File: src/rtl/tern_pkg.sv
package tern_pkg;

    typedef logic [1:0] trit_t;

    localparam trit_t TRIT_0   = 2'b00;
    localparam trit_t TRIT_1   = 2'b01;
    localparam trit_t TRIT_2   = 2'b10;
    localparam trit_t TRIT_BAD = 2'b11;

    localparam int TRIT_W = 2;

endpackage

File: src/rtl/tern_legal_scan.sv
module tern_legal_scan
    import tern_pkg::*;
#(
    parameter int N_TRITS = 6,
    localparam int VEC_W = N_TRITS * TRIT_W
) (
    input  logic [VEC_W-1:0] vec,
    output logic             any_bad
);

    logic [N_TRITS-1:0] bad;

    for (genvar gi = 0; gi < N_TRITS; gi++) begin : g_scan
        assign bad[gi] = (vec[gi*TRIT_W +: TRIT_W] == TRIT_BAD);
    end

    assign any_bad = |bad;

endmodule

File: src/rtl/tern_full_add.sv
module tern_full_add
    import tern_pkg::*;
(
    input  trit_t a,
    input  trit_t b,
    input  trit_t ci,
    output trit_t s,
    output trit_t co
);

    logic [3:0] total;

    assign total = {2'b00, a} + {2'b00, b} + {2'b00, ci};

    always_comb begin
        unique case (total)
            4'd0:    begin s = TRIT_0; co = TRIT_0; end
            4'd1:    begin s = TRIT_1; co = TRIT_0; end
            4'd2:    begin s = TRIT_2; co = TRIT_0; end
            4'd3:    begin s = TRIT_0; co = TRIT_1; end
            4'd4:    begin s = TRIT_1; co = TRIT_1; end
            4'd5:    begin s = TRIT_2; co = TRIT_1; end
            4'd6:    begin s = TRIT_0; co = TRIT_2; end
            default: begin s = TRIT_0; co = TRIT_0; end
        endcase
    end

endmodule

File: src/rtl/tern_carry_chain.sv
module tern_carry_chain
    import tern_pkg::*;
#(
    parameter int N_TRITS = 6,
    localparam int VEC_W = N_TRITS * TRIT_W
) (
    input  logic [VEC_W-1:0] a,
    input  logic [VEC_W-1:0] b,
    input  trit_t            ci,
    output logic [VEC_W-1:0] s,
    output trit_t            co
);

    trit_t carry [N_TRITS+1];

    assign carry[0] = ci;

    for (genvar gi = 0; gi < N_TRITS; gi++) begin : g_cell
        tern_full_add u_cell (
            .a  (a[gi*TRIT_W +: TRIT_W]),
            .b  (b[gi*TRIT_W +: TRIT_W]),
            .ci (carry[gi]),
            .s  (s[gi*TRIT_W +: TRIT_W]),
            .co (carry[gi+1])
        );
    end

    assign co = carry[N_TRITS];

endmodule

File: src/rtl/tern_ripple_adder.sv
module tern_ripple_adder
    import tern_pkg::*;
#(
    parameter int N_TRITS = 6,
    localparam int VEC_W = N_TRITS * TRIT_W
) (
    input  logic [VEC_W-1:0] opa,
    input  logic [VEC_W-1:0] opb,
    input  logic [1:0]       cin,
    output logic [VEC_W-1:0] sum,
    output logic [1:0]       cout,
    output logic             err
);

    logic             bad_a;
    logic             bad_b;
    logic             bad_c;
    logic [VEC_W-1:0] raw_sum;
    trit_t            raw_co;

    tern_legal_scan #(.N_TRITS(N_TRITS)) u_scan_a (.vec(opa), .any_bad(bad_a));
    tern_legal_scan #(.N_TRITS(N_TRITS)) u_scan_b (.vec(opb), .any_bad(bad_b));
    tern_legal_scan #(.N_TRITS(1))       u_scan_c (.vec(cin), .any_bad(bad_c));

    tern_carry_chain #(.N_TRITS(N_TRITS)) u_chain (
        .a  (opa),
        .b  (opb),
        .ci (cin),
        .s  (raw_sum),
        .co (raw_co)
    );

    always_comb begin
        err  = bad_a | bad_b | bad_c;
        sum  = err ? '0 : raw_sum;
        cout = err ? TRIT_0 : raw_co;
    end

endmodule

File: config.mk
export PLATFORM = sky130hd
export DESIGN_NAME = tern_ripple_adder
export DESIGN_NICKNAME = d
export VERILOG_FILES = /design/src/rtl/tern_pkg.sv /design/src/rtl/tern_legal_scan.sv /design/src/rtl/tern_full_add.sv /design/src/rtl/tern_carry_chain.sv /design/src/rtl/tern_ripple_adder.sv
export SDC_FILE = /design/constraint.sdc
export NUM_CORES = 1
export LEC_CHECK = 0
export ABC_AREA = 0
export BUFFER_PORTS_ARGS = -buffer_cell sky130_fd_sc_hd__buf_2
export CAP_MARGIN = 20
export CORE_MARGIN = 2
export CORE_UTILIZATION = 30
export DETAILED_ROUTE_END_ITERATION = 10
export PLACE_DENSITY = 0.61
export SYNTH_ARGS = -nofsm -noshare
export SYNTH_HDL_FRONTEND = slang
export SYNTH_SLANG_ARGS = --single-unit
File: constraint.sdc
create_clock -name vclk -period 21.7
set_input_delay 4.34 -clock vclk [all_inputs]
set_output_delay 4.34 -clock vclk [all_outputs]
set_load 0.1 [all_outputs]
==> results by group <==
Timing
  – RSZ-0062 raised after global routing: no
  – Shortest period the worst path allows: 17.63 ns
  – Final TNS setup: 0 ns
  – Max-slew violation total from the final report: 0
  – Peak Freq: 56.72 MHz
  – Total count of hold-check failures in the final report: 0
  – Max transition margin: 39.66%
  – Measured slew at the worst slew-check pin: approximately 0.9 ns
  – Final worst path period share: 81.25%
  – Final hold slack: 9.484 ns
  – Setup violations, final: 0

GRT
  – Antenna violations before repair: 0
  – Via count of the first global-routing pass: around 1,200
  – Maximum number of pins on one net before global-route repair: 16
  – Overflow after GRT: 0
  – First-pass GRT wire length: 5.423 mm
  – Global routing usage summed across all routing layers: 12.59%

Yosys
  – Count of different cell masters after synthesis: 35
  – Most frequent cell after synthesis: inv_1
  – Sequential share of the synthesized area: 0%
  – Number of synthesis warnings: 0
  – Post-synthesis instance total: ~160
  – Number of nets in the synthesized netlist: 219
  – Synthesized area per cell: 8.505 um2
  – Most frequent cells after synthesis: inv_1 (19), ha_1 (18), fa_1 (12)
  – Post-synthesis cell type with the largest combined area: fa_1
  – Synth area leaders: fa_1 (17%), ha_1 (16%), nor4_2 (7.2%)
  – Area share of the leading cell type in the synthesized netlist: 17.33%
  – Synth Cell Area: 1386 um2

Layout
  – Antenna Cells: 0
  – Area growth syn-to-layout: 17.69%
  – Storage cell area: 0 um2
  – Final-layout clock buffer total: 0
  – Nets: 258
  – Count of sequential standard cells: 0
  – Proportion of layout cells with a drive suffix above 1: 26.50%

Power
  – Worst ir drop on vdd: 51.84 uV
  – Comb power frac: between 90% and 100%
  – Internal power component: 0.08296 mW
  – Switching power as a share of total power: a little under three fifths
  – PD cells: 113.4 nW/um2
  – Fraction of power consumed by sequential logic: 0%
  – Clock power frac: 0%
  – P_leak: 0.7301 nW
  – Reported net switching power: a little over 0.1 mW

Worst setup path
  – Crit path capture type: output pin
  – Slowest stage cell, crit path: or4_1
  – Gate family responsible for the most delay along the worst path: adder cells
  – Delay of the slowest critical-path stage: 0.59 ns
  – Highest net fanout along the worst path: 10
  – Arrival time reported for the critical path endpoint: approximately 13 ns
  – Startpoint type of the worst setup path: primary input
  – Dominant cell type by count on the critical path: fa_1
  – Critical Path RT: 17.36 ns
  – Total buffers and inverters traversed by the critical path: 7
  – Worst setup path class: in -> out

Floorplan
  – Width of the chip: roughly 70 um
  – Die footprint: 5181 um2
  – Number of placement rows: 24
  – Core ar.: 4414 um2
  – Top-level I/O count: 41
  – Initial core utilization: between 30% and 40%
  – Vertical extent of the die: around 72 um

Placement
  – I/O Buffers: 41
  – Dpl hpwl: between 2 and 3 mm
  – Final weighted congestion of routability-driven global placement: 0.8107

Routing
  – Remaining routing DRC violations: 0
  – Pre-antenna DRT Iters: 4
  – Via count: about 1,300
  – Wire length reported by the detailed router: 3.183 mm
  – Detailed-route wire length per cell: between 10 and 15 um
  – Starting DRT DRC Count: 81
  – Ratio of routed vias to standard cells: about 5.1
  – Remaining number of nets flagged by the antenna check after routing: 0

CTS
  – Post_cts resized: 0
  – Hold buffer count at cts: 0
  – Buffers inserted by post-CTS timing repair: 0

Worst hold path
  – Cell depth of the worst min-delay path: 6
  – Worst hold path endpoint: sum[0]
  – Worst Min Path Start: cin[1]
  – Worst min path class: in -> out

Job
  – Number of max-cap violations: 0

Outcome
  – Outcome: finished, final reports clean
## cells by family after synthesis
family	share of synthesized area, %
fa+ha+maj	33.57
compound gates	14.62
mux	2.888
simple gates	30.14
xor+xnor	11.82
buf+inv	6.949
## area by class of cell
type | instances | area [um2]
fillers | 473 | 2783
inverters | 19 | 71.32
multi-input cells | 140 | 1290
well taps | 52 | 65.06
repair buffers | 41 | 205.2
## stage by stage
stage / setup slack, ns / utilization (%) / total power, mW / std cells / area, um2
6_report: 4.070 / 36.96 / 0.1850 / 252 / 1632
5_1_grt: 3.289 / 36.96 / 0.2081 / 252 / 1632
4_1_cts: 4.028 / 36.96 / 0.1848 / 252 / 1632
3_5_place_dp: 4.052 / 36.96 / 0.1843 / 252 / 1632
3_3_place_gp: 4.078 / 36.96 / 0.1817 / 252 / 1632
2_1_floorplan: 2.772 / - / 0.1554 / 163 / 1386
## power by group through the flow
| stage | combinational (mW) | clock (mW) | sequential, mW |
|---|---|---|---|
| floorplan | 0.155 | 0 | 0 |
| global placement | 0.182 | 0 | 0 |
| detailed placement | 0.184 | 0 | 0 |
| CTS | 0.185 | 0 | 0 |
| global route | 0.208 | 0 | 0 |
| finish | 0.185 | 0 | 0 |
## cells in the final DEF (no fill, tap or decap)
cell type  count
nor2b_1        7
nand2b_1       1
or4_1          2
xnor3_1        3
nor2_1         9
or3_1          2
buf_2         41
a222oi_1       1
o211ai_1       4
inv_1         19
or2_2          1
a21oi_1       10
nand2_1        8
ha_1          18
a22oi_1        6
fa_1          12
a211oi_1       2
a2111oi_2      2
xor2_1         5
nor3b_1        2
nor4b_1        1
nand3_1        2
nor4_1         5
nand3b_1       7
nand3_2        1
a31oi_1        2
nor4_2         8
and2_1         5
xnor2_1        6
nor3_1         1
and3_1         1
o21ai_0        2
mux2i_1        4
## routing by layer
| layer | vias up | wire length [um] | track usage, % |
|---|---|---|---|
| met4 | 0 | 0 | 1.677 |
| met3 | 0 | 148 | 0.4167 |
| met2 | 32 | 1575 | 22.02 |
| met1 | 590 | 1460 | 17.78 |
| li1 | 673 | - | - |
| met5 | - | 0 | 0 |
## tightest hold or removal path: stages
cell	delay, ns
buf_2	0.12
ha_1	0.15
a21oi_1	0.05
o21ai_0	0.15
nor4_1	0.05
buf_2	0.28
## worst max path at each step
| stage | from | to | cells past startpoint |
|---|---|---|---|
| floorplan | opa[0] | cout[1] | 33 |
| global placement | opa[0] | sum[10] | 35 |
| detailed placement | opa[0] | sum[10] | 35 |
| CTS | opa[0] | sum[10] | 35 |
| global route | opa[0] | sum[10] | 39 |
| finish | opa[0] | sum[10] | 35 |
Note: power is estimated with default switching activity, not from simulation.
